==> src/rtl/sbe_pkg.sv <==
package sbe_pkg;
  typedef enum logic [1:0] {
    ST_IDLE  = 2'd0,
    ST_LOAD  = 2'd1,
    ST_SHIFT = 2'd2,
    ST_GAP   = 2'd3
  } sbe_state_e;

  localparam int STS_W      = 10;
  localparam int TXEND_BIT  = 8;
  localparam int RXEND_BIT  = 9;
  localparam int GAP_MUL_SH = 2;   // gap code is multiplied by 4
  localparam int GAP_BASE   = 10;  // plus a fixed 10 cycles
endpackage

==> src/rtl/sbe_fifo.sv <==
module sbe_fifo #(
  parameter int W     = 32,
  parameter int DEPTH = 32   // power of two
) (
  input  logic         clk,
  input  logic         rst_n,
  input  logic         flush,
  input  logic         push,
  input  logic [W-1:0] wdata,
  input  logic         pop,
  output logic [W-1:0] rdata,
  output logic         empty,
  output logic         full
);
  localparam int AW = $clog2(DEPTH);

  logic [W-1:0] mem [DEPTH];
  logic [AW:0]  wptr_q, wptr_d, rptr_q, rptr_d;
  logic         do_push, do_pop;

  assign empty   = (wptr_q == rptr_q);
  assign full    = (wptr_q == (rptr_q ^ {1'b1, {AW{1'b0}}}));
  assign do_push = push && !full && !flush;
  assign do_pop  = pop && !empty && !flush;
  assign rdata   = mem[rptr_q[AW-1:0]];

  always_comb begin
    wptr_d = wptr_q;
    rptr_d = rptr_q;
    if (flush) begin
      wptr_d = '0;
      rptr_d = '0;
    end else begin
      if (do_push) wptr_d = wptr_q + 1'b1;
      if (do_pop)  rptr_d = rptr_q + 1'b1;
    end
  end

  always_ff @(posedge clk or negedge rst_n) begin
    if (!rst_n) begin
      wptr_q <= '0;
      rptr_q <= '0;
    end else begin
      wptr_q <= wptr_d;
      rptr_q <= rptr_d;
    end
  end

  always_ff @(posedge clk) begin
    if (do_push) mem[wptr_q[AW-1:0]] <= wdata;
  end

  p_flush_empties_r14: assert property (@(posedge clk) disable iff (!rst_n)
    flush |=> empty);

  p_level_bound_r6: assert property (@(posedge clk) disable iff (!rst_n)
    ((wptr_q - rptr_q) <= (AW+1)'(DEPTH)));
endmodule

==> src/rtl/sbe_shifter.sv <==
module sbe_shifter #(
  parameter int W = 32
) (
  input  logic                 clk,
  input  logic                 rst_n,
  input  logic                 load,
  input  logic [W-1:0]         load_data,
  input  logic [$clog2(W)-1:0] msb_idx,
  input  logic                 shift_en,
  input  logic                 sample_en,
  input  logic                 miso,
  output logic                 mosi,
  output logic [W-1:0]         rx_word
);
  logic [W-1:0] tx_q, tx_d, rx_q, rx_d;

  assign mosi    = tx_q[msb_idx];
  assign rx_word = rx_q;

  always_comb begin
    tx_d = tx_q;
    rx_d = rx_q;
    if (load) begin
      tx_d = load_data;
      rx_d = '0;
    end else begin
      if (shift_en)  tx_d = {tx_q[W-2:0], 1'b0};
      if (sample_en) rx_d = {rx_q[W-2:0], miso};
    end
  end

  always_ff @(posedge clk or negedge rst_n) begin
    if (!rst_n) begin
      tx_q <= '0;
      rx_q <= '0;
    end else begin
      tx_q <= tx_d;
      rx_q <= rx_d;
    end
  end

  p_no_load_mid_word_r4: assert property (@(posedge clk) disable iff (!rst_n)
    load |-> !(shift_en || sample_en));

  p_one_action_per_edge_r4: assert property (@(posedge clk) disable iff (!rst_n)
    !(shift_en && sample_en));
endmodule

==> src/rtl/spi_burst_engine.sv <==
module spi_burst_engine
  import sbe_pkg::*;
#(
  parameter int DATA_W     = 32,
  parameter int FIFO_DEPTH = 32,
  parameter int PRESC_W    = 8,
  parameter int GAP_W      = 6,
  parameter int LEN_HI_W   = 4,
  parameter int LEN_LO_W   = 16,
  parameter int RXCNT_W    = 9
) (
  input  logic                      clk,
  input  logic                      rst_n,
  input  logic                      cfg_cpol,
  input  logic                      cfg_cpha,
  input  logic [PRESC_W-1:0]        cfg_prescale,
  input  logic [$clog2(DATA_W)-1:0] cfg_wlen,
  input  logic [GAP_W-1:0]          cfg_gap,
  input  logic                      cfg_tx_en,
  input  logic                      cfg_rx_en,
  input  logic [LEN_HI_W-1:0]       burst_len_hi,
  input  logic [LEN_LO_W-1:0]       burst_len_lo,
  input  logic                      go,
  input  logic [RXCNT_W-1:0]        rx_only_cnt,
  input  logic                      rx_only_start,
  input  logic                      cs_ctl_n,
  input  logic                      fifo_rst,
  input  logic                      tx_wr,
  input  logic [DATA_W-1:0]         tx_wdata,
  output logic                      tx_full,
  output logic                      tx_empty,
  input  logic                      rx_rd,
  output logic [DATA_W-1:0]         rx_rdata,
  output logic                      rx_empty,
  output logic                      rx_full,
  input  logic [STS_W-1:0]          int_en,
  input  logic [STS_W-1:0]          int_clr,
  output logic [STS_W-1:0]          raw_sts,
  output logic                      irq,
  output logic                      busy,
  output logic                      sck,
  output logic                      mosi,
  output logic                      cs_n,
  input  logic                      miso
);
  localparam int WLEN_W = $clog2(DATA_W);
  localparam int ECNT_W = WLEN_W + 1;
  localparam int LEN_W  = LEN_HI_W + LEN_LO_W;
  localparam int GCNT_W = GAP_W + 3;

  // asynchronous assert, synchronous release
  logic [1:0] rst_sync_q;
  logic       rst_i_n;
  always_ff @(posedge clk or negedge rst_n) begin
    if (!rst_n) rst_sync_q <= '0;
    else        rst_sync_q <= {rst_sync_q[0], 1'b1};
  end
  assign rst_i_n = rst_sync_q[1];

  sbe_state_e         state_q, state_d;
  logic [PRESC_W-1:0] tmr_q, tmr_d;
  logic [ECNT_W-1:0]  ecnt_q, ecnt_d;
  logic [LEN_W-1:0]   words_q, words_d;
  logic [GCNT_W-1:0]  gap_q, gap_d, gap_len;
  logic               sckph_q, sckph_d, btx_q, btx_d, brx_q, brx_d;
  logic               push_q, pushlast_q, rxst_q, cs_q;
  logic [STS_W-1:0]   sts_q, sts_set;
  logic [WLEN_W-1:0]  msb_idx;
  logic [LEN_W-1:0]   burst_len;
  logic [DATA_W-1:0]  tx_rdata, rx_word;
  logic edge_ev, last_edge, word_end, sample_en, shift_en;
  logic launch_tx, launch_rx, abort, load, tx_pop, tx_end_set, rx_end_set;

  assign msb_idx   = cfg_wlen - 1'b1;            // code 0 wraps to 31 -> 32 bits
  assign burst_len = {burst_len_hi, burst_len_lo};
  assign gap_len   = GCNT_W'({cfg_gap, {GAP_MUL_SH{1'b0}}}) + GCNT_W'(GAP_BASE);

  assign busy      = (state_q != ST_IDLE);
  assign edge_ev   = (state_q == ST_SHIFT) && (tmr_q == cfg_prescale);
  assign last_edge = (ecnt_q == {msb_idx, 1'b1});
  assign word_end  = edge_ev && last_edge;
  assign sample_en = edge_ev && (ecnt_q[0] == cfg_cpha);
  assign shift_en  = edge_ev && (ecnt_q[0] != cfg_cpha) && (ecnt_q != '0);

  assign launch_tx = go && cfg_tx_en && (burst_len != '0);
  assign launch_rx = rx_only_start && !rxst_q && cfg_rx_en && !cfg_tx_en
                     && (rx_only_cnt != '0);
  assign abort     = busy && (!(cfg_tx_en || cfg_rx_en) || (!btx_q && !rx_only_start));
  assign load      = (state_q == ST_LOAD) && (!btx_q || !tx_empty) && !abort;
  assign tx_pop    = load && btx_q;

  assign tx_end_set = tx_pop && (words_q == LEN_W'(1));
  assign rx_end_set = push_q && pushlast_q;

  always_comb begin
    state_d = state_q;
    tmr_d   = tmr_q;
    ecnt_d  = ecnt_q;
    words_d = words_q;
    gap_d   = gap_q;
    sckph_d = sckph_q;
    btx_d   = btx_q;
    brx_d   = brx_q;
    unique case (state_q)
      ST_IDLE: begin
        if (launch_tx) begin
          state_d = ST_LOAD;
          words_d = burst_len;
          btx_d   = 1'b1;
          brx_d   = cfg_rx_en;
        end else if (launch_rx) begin
          state_d = ST_LOAD;
          words_d = LEN_W'(rx_only_cnt);
          btx_d   = 1'b0;
          brx_d   = 1'b1;
        end
      end
      ST_LOAD: begin
        if (load) begin
          state_d = ST_SHIFT;
          tmr_d   = '0;
          ecnt_d  = '0;
        end
      end
      ST_SHIFT: begin
        if (edge_ev) begin
          tmr_d   = '0;
          sckph_d = ~sckph_q;
          ecnt_d  = ecnt_q + 1'b1;
          if (last_edge) begin
            words_d = words_q - 1'b1;
            if (words_q == LEN_W'(1)) begin
              state_d = ST_IDLE;
            end else begin
              state_d = ST_GAP;
              gap_d   = '0;
            end
          end
        end else begin
          tmr_d = tmr_q + 1'b1;
        end
      end
      ST_GAP: begin
        if (gap_q == gap_len - 1'b1) state_d = ST_LOAD;
        else                         gap_d   = gap_q + 1'b1;
      end
      default: state_d = ST_IDLE;
    endcase
    if (abort) begin
      state_d = ST_IDLE;
      sckph_d = 1'b0;
    end
  end

  always_comb begin
    sts_set            = '0;
    sts_set[TXEND_BIT] = tx_end_set;
    sts_set[RXEND_BIT] = rx_end_set;
  end

  always_ff @(posedge clk or negedge rst_i_n) begin
    if (!rst_i_n) begin
      state_q    <= ST_IDLE;
      tmr_q      <= '0;
      ecnt_q     <= '0;
      words_q    <= '0;
      gap_q      <= '0;
      sckph_q    <= 1'b0;
      btx_q      <= 1'b0;
      brx_q      <= 1'b0;
      push_q     <= 1'b0;
      pushlast_q <= 1'b0;
      rxst_q     <= 1'b0;
      cs_q       <= 1'b1;
      sts_q      <= '0;
    end else begin
      state_q    <= state_d;
      tmr_q      <= tmr_d;
      ecnt_q     <= ecnt_d;
      words_q    <= words_d;
      gap_q      <= gap_d;
      sckph_q    <= sckph_d;
      btx_q      <= btx_d;
      brx_q      <= brx_d;
      push_q     <= word_end && brx_q && !abort;
      pushlast_q <= (words_q == LEN_W'(1));
      rxst_q     <= rx_only_start;
      cs_q       <= cs_ctl_n;
      sts_q      <= sts_set | (sts_q & ~int_clr);   // set wins over clear
    end
  end

  assign sck     = sckph_q ^ cfg_cpol;
  assign cs_n    = cs_q;
  assign raw_sts = sts_q;
  assign irq     = |(sts_q & int_en);

  sbe_fifo #(.W(DATA_W), .DEPTH(FIFO_DEPTH)) u_txq (
    .clk(clk), .rst_n(rst_i_n), .flush(fifo_rst),
    .push(tx_wr), .wdata(tx_wdata), .pop(tx_pop),
    .rdata(tx_rdata), .empty(tx_empty), .full(tx_full));

  sbe_fifo #(.W(DATA_W), .DEPTH(FIFO_DEPTH)) u_rxq (
    .clk(clk), .rst_n(rst_i_n), .flush(fifo_rst),
    .push(push_q), .wdata(rx_word), .pop(rx_rd),
    .rdata(rx_rdata), .empty(rx_empty), .full(rx_full));

  sbe_shifter #(.W(DATA_W)) u_shf (
    .clk(clk), .rst_n(rst_i_n), .load(load),
    .load_data(btx_q ? tx_rdata : '0), .msb_idx(msb_idx),
    .shift_en(shift_en), .sample_en(sample_en), .miso(miso),
    .mosi(mosi), .rx_word(rx_word));

  p_txend_while_busy_r8: assert property (@(posedge clk) disable iff (!rst_i_n)
    $rose(raw_sts[TXEND_BIT]) |-> busy);

  p_clear_takes_r10: assert property (@(posedge clk) disable iff (!rst_i_n)
    (int_clr[RXEND_BIT] && !rx_end_set) |=> !raw_sts[RXEND_BIT]);

  p_gap_quiet_r5: assert property (@(posedge clk) disable iff (!rst_i_n)
    (state_q == ST_GAP) |-> ((gap_q < gap_len) && (sck == cfg_cpol)));

  p_modes_off_idle_r12: assert property (@(posedge clk) disable iff (!rst_i_n)
    (!cfg_tx_en && !cfg_rx_en) |=> !busy);

  p_rxonly_quiet_r7: assert property (@(posedge clk) disable iff (!rst_i_n)
    (busy && !btx_q) |-> !mosi);
endmodule

==> config.mk <==
export PLATFORM = sky130hd
export DESIGN_NAME = spi_burst_engine
export DESIGN_NICKNAME = d
export VERILOG_FILES = /design/src/rtl/sbe_pkg.sv /design/src/rtl/sbe_fifo.sv /design/src/rtl/sbe_shifter.sv /design/src/rtl/spi_burst_engine.sv
export SDC_FILE = /design/constraint.sdc
export NUM_CORES = 2
export LEC_CHECK = 0
export CORE_ASPECT_RATIO = 1.5
export CORE_MARGIN = 5
export CORE_UTILIZATION = 55
export DETAILED_ROUTE_END_ITERATION = 10
export PLACE_DENSITY = 0.81
export SYNTH_ARGS = -nofsm -noshare
export SYNTH_HDL_FRONTEND = slang
export SYNTH_HIERARCHICAL = 1
export SYNTH_SLANG_ARGS = --single-unit
==> constraint.sdc <==
create_clock -name clk -period 13.9 [get_ports clk]
set_input_delay 3.475 -clock clk [delete_from_list [all_inputs] [get_ports clk]]
set_output_delay 3.475 -clock clk [all_outputs]
set_load 0.05 [all_outputs]
==> metrics.txt <==
# TYPE chip_impl_metric gauge
chip_impl_info{name="outcome",value="completed"} 1
chip_impl_metric{name="path_buf_inv",unit=""} 4
chip_impl_info{name="worstPathCellList",value="clkdlybuf4s50_1 > inv_1 > ha_1 > inv_1 > mux2i_1 > a22oi_1 > nand4b_1 > a21oi_1 > a311o_1 > clkdlybuf4s50_1"} 1
chip_impl_metric{name="postSynthAreaPerCell",unit="µm²"} 19.16
chip_impl_metric{name="clock_tree.htree_level_count",unit=""} 4
chip_impl_info{name="clock_root_buffer",value="clkbuf_16"} 1
chip_impl_metric{name="final_design_area_no_fill",unit="µm²"} 97430
chip_impl_metric{name="grt_pass1_vias",unit=""} 47140
chip_impl_metric{name="summed_negative_setup_slack_over_all_endpoints",unit="ps"} 0
chip_impl_metric{name="powerDensity",unit="nW/µm²"} 139.2
chip_impl_info{name="ys_dominant_reg_cell",value="edfxtp_1"} 1
chip_impl_metric{name="critPathRequiredTime",unit="ps"} 10430
chip_impl_metric{name="leakagePower",unit="nW"} 28.77
chip_impl_metric{name="dieArea",unit="µm²"} 166600
chip_impl_metric{name="worst_pin_slew",unit="ps"} 1233
chip_impl_metric{name="net-switching-power",unit="mW"} 3.020
chip_impl_metric{name="number_of_i_o_port_buffers",unit=""} 163
chip_impl_metric{name="cts-root-to-sink-buffers",unit=""} 3
chip_impl_info{name="critical-path-slowest-cell",value="clkdlybuf4s50_1"} 1
chip_impl_metric{name="critical-path-max-stage-delay",unit="ps"} 840
chip_impl_metric{name="number_of_clock_buffers_inserted_by_tritoncts",unit=""} 187
chip_impl_metric{name="grt_first_pass_wirelength",unit="mm"} 309.0
chip_impl_metric{name="postPlaceCellArea",unit="µm²"} 91270
chip_impl_metric{name="post_cts.resized_instances",unit=""} 0
chip_impl_metric{name="drive_gt1_share",unit="%"} 17.52
chip_impl_metric{name="maxSlewViolCount",unit=""} 0
chip_impl_metric{name="avgViaCountPerCell",unit=""} 6.612
chip_impl_metric{name="initial_standard_cell_utilization_of_the_core",unit="%"} 55.09
chip_impl_info{name="rsz0062_at_grt",value="false"} 1
chip_impl_metric{name="synth_edf_count",unit=""} 2048
chip_impl_metric{name="cell_internal_pwr",unit="mW"} 10.54
chip_impl_metric{name="detailedPlacementHpwl",unit="mm"} 112.6
chip_impl_metric{name="power.share.clock",unit="%"} 38.5
chip_impl_metric{name="timing.fmax",unit="MHz"} 97.27
chip_impl_metric{name="cts_sinks",unit=""} 2200
chip_impl_metric{name="detail-route-antenna-nets",unit=""} 0
chip_impl_metric{name="seq_power_share",unit="%"} 54.4
chip_impl_metric{name="async_reset_ff_share",unit="%"} 6.909
chip_impl_info{name="setup.worst_path.end_class",value="output pin"} 1
chip_impl_metric{name="syn_to_final_growth",unit="%"} 11.85
chip_impl_metric{name="synth.net_count",unit=""} 4683
chip_impl_metric{name="initial_antenna_violation_count",unit=""} 9
chip_impl_metric{name="hold_viol_final",unit=""} 0
chip_impl_metric{name="ys_seq_area_share",unit="%"} 74.97
chip_impl_metric{name="drc_marker_count_from_the_first_detailed_route_iteration",unit=""} 4935
chip_impl_metric{name="average_routed_wire_per_standard_cell",unit="µm"} 30.12
chip_impl_metric{name="dp.cells",unit=""} 6623
chip_impl_metric{name="irDropWorstVdd",unit="mV"} 0.1229
chip_impl_info{name="timing.critical_path.from_type",value="input port"} 1
chip_impl_metric{name="netlist_area",unit="µm²"} 87110
chip_impl_metric{name="track_usage",unit="%"} 25.02
chip_impl_metric{name="holdBufCountCts",unit=""} 0
chip_impl_metric{name="setup_viol",unit=""} 0
chip_impl_metric{name="ys_seq_elements",unit=""} 2200
chip_impl_info{name="tritoncts",value="yes"} 1
chip_impl_metric{name="num-nets-final",unit=""} 4867
chip_impl_metric{name="grt_start_max_net_pins",unit=""} 152
chip_impl_metric{name="switching_share",unit="%"} 22.27
chip_impl_info{name="dominant_delay_contributor_by_cell_family_on_the_critical_path",value="buffers and inverters"} 1
chip_impl_metric{name="power.combinational.fraction",unit="%"} 7.1
chip_impl_metric{name="fp.dieW",unit="µm"} 334.9
chip_impl_metric{name="fin_crit_sh",unit="%"} 73.96
chip_impl_info{name="hold_class",value="flop to asynchronous set/reset pin"} 1
chip_impl_metric{name="critical_path_arrival",unit="ps"} 6810
chip_impl_metric{name="worstPathMaxFanout",unit=""} 16
chip_impl_metric{name="yosys_warnings",unit=""} 6
chip_impl_metric{name="clock_latency",unit="ps"} 850
chip_impl_metric{name="globalplace.congestion",unit=""} 0.8699
chip_impl_metric{name="detail_route.wirelength",unit="mm"} 210.1
chip_impl_metric{name="synth_cells",unit=""} 4547
chip_impl_metric{name="post_synth_num_cell_types",unit=""} 86
chip_impl_metric{name="rows",unit=""} 179
chip_impl_metric{name="post-route-drc-count",unit=""} 0
chip_impl_metric{name="max_cap_viol_count",unit=""} 0
chip_impl_metric{name="chipHeight",unit="µm"} 497.4
chip_impl_metric{name="grt_remaining_overflow",unit=""} 0
chip_impl_metric{name="final.min_clock_period",unit="ps"} 10280
chip_impl_metric{name="fin_worst_skew",unit="ps"} 43.60
chip_impl_metric{name="fp.coreArea",unit="µm²"} 158100
chip_impl_metric{name="max_slew_margin",unit="%"} 17.78
chip_impl_metric{name="fin_cells",unit=""} 6977
chip_impl_metric{name="post_cts_buffers",unit=""} 0
chip_impl_metric{name="dr_total_vias",unit=""} 46130
chip_impl_metric{name="hold_ws",unit="ps"} 215.5
chip_impl_info{name="critical_path_class",value="input port to output pin"} 1
chip_impl_metric{name="cts.reportedPaths.clkPinSlew",unit="ps"} 70
chip_impl_metric{name="first_pass_iters",unit=""} 6
chip_impl_metric{name="io_pins",unit=""} 164
## cells by family (layout without fill, tap and decap cells)
kind of cell	after synthesis	in the layout	share of synthesized area [%]
other	1	5	0.004305
buffers and inverters	302	647	1.804
multiplexers	707	707	13.17
AO/OA/AOI/OAI	660	660	5.394
adder cells (fa/ha/maj)	23	23	0.3304
AND/OR/NAND/NOR	599	599	3.762
flip-flops	2200	2200	74.97
XOR/XNOR	55	55	0.5688
## placed cells by master (no fill, tap or decap), types with 97 or more instances in the layout
master           synthesis  layout
nand2_1                 98      97
a22oi_1                132     132
dfrtp_1                151     142
nor2b_1                115     112
clkdlybuf4s50_1          0     163
a211oi_1               129     129
buf_4                   45      97
mux2i_1                347     347
mux4_2                 350     350
clkbuf_16                0     189
edfxtp_1              2048    2048
## per-stage QoR
stage          utilization [%]  setup slack (ps)  power, mW
3_5_place_dp             57.72              3716      8.472
2_1_floorplan                -              5322      8.171
3_3_place_gp             57.72              3773      8.441
4_1_cts                  61.61              3683      13.64
6_report                 61.62              3619      13.56
5_1_grt                  61.61              3518      14.00
## path summary, 6_finish.rpt
| kind | endpoint | slack, ps | depth (start not counted) | from |
|---|---|---|---|---|
| min | rxst_q | 220 | 0 | rst_sync_q[1] |
| max reg2reg | u_shf/tx_q[26] | 8900 | 10 | u_txq/rptr_q[2] |
| min in group clk | rst_sync_q[1] | 360 | 0 | rst_sync_q[0] |
| max in group asynchronous | rst_sync_q[1] | 10950 | 1 | rst_n |
| min reg2reg | rxst_q | 220 | 0 | rst_sync_q[1] |
| max | mosi | 3620 | 10 | cfg_wlen[0] |
## flip-flops by register name (all words and copies together) (netlist names), 2 cells and up
signal and count:
rst_sync_q 2, ecnt_q 6, state_q 2, u_rxq/mem 1024
raw_sts 10, gap_q 9, u_rxq/rptr_q 6, tmr_q 8
u_txq/mem 1024, u_txq/rptr_q 6, u_rxq/wptr_q 6, u_txq/wptr_q 6
words_q 20, u_shf/tx_q 32, u_shf/rx_word 32
## per-layer routing
layer	routed length (µm)	vias to the layer above	global-route usage, %
li1	-	19020	-
met1	71160	23720	31.17
met2	108500	2757	42.90
met3	19160	626	4.186
met4	11220	8	12.12
met5	57	-	0
## synth_stat cells, types with 6 or more instances
library cell     n  share of area [%]
o21ai_0         65               0.37
a221oi_1         6              0.060
buf_4           45               0.39
nand2b_1        15               0.11
and3_1          11              0.079
clkbuf_1       128               0.55
o41ai_1          9              0.090
ha_1            23               0.33
a2111oi_0       32               0.32
dfrtp_1        151                4.3
o221ai_1        64               0.64
nand3_1         22               0.13
o22ai_1         71               0.51
and2_1          42               0.30
mux2_2           8               0.10
edfxtp_1      2048                 71
nand4_1         15               0.11
xor2_1          26               0.26
o31ai_1         12               0.10
mux4_2         350                9.0
nor3b_1         15               0.13
inv_1           34               0.15
a21oi_1         91               0.52
nand3b_1        12               0.10
mux2i_1        347                4.0
nor2_1         141               0.61
a211o_1          7              0.070
nand2_1         98               0.42
nor4_1          46               0.33
nor3_2           9               0.10
buf_2           66               0.38
a221o_1          8              0.092
xnor2_1         28               0.28
buf_6           22               0.28
a211oi_1       129                1.1
a22oi_1        132                1.1
nor2b_1        115               0.83
nor3_1          18               0.10
## final cells by class
class | instances | area (µm²)
Fill cell | 10590 | 60690
Clock inverter | 116 | 1196
Sequential cell | 2200 | 65330
Tap cell | 2081 | 2604
Inverter | 34 | 127.6
Timing Repair Buffer | 263 | 2420
Clock buffer | 234 | 4956
Antenna cell | 4 | 10.01
Multi-Input combinational cell | 2045 | 20780
## power groups by stage
| stage | Sequential [mW] | Combinational (mW) | Clock, mW |
|---|---|---|---|
| CTS | 7.37 | 0.967 | 5.30 |
| global placement | 7.51 | 0.930 | 0 |
| detailed placement | 7.51 | 0.959 | 0 |
| finish | 7.37 | 0.963 | 5.22 |
| global route | 7.38 | 1.05 | 5.57 |
| floorplan | 7.48 | 0.691 | 0 |
(Power assumes the default switching activity.)
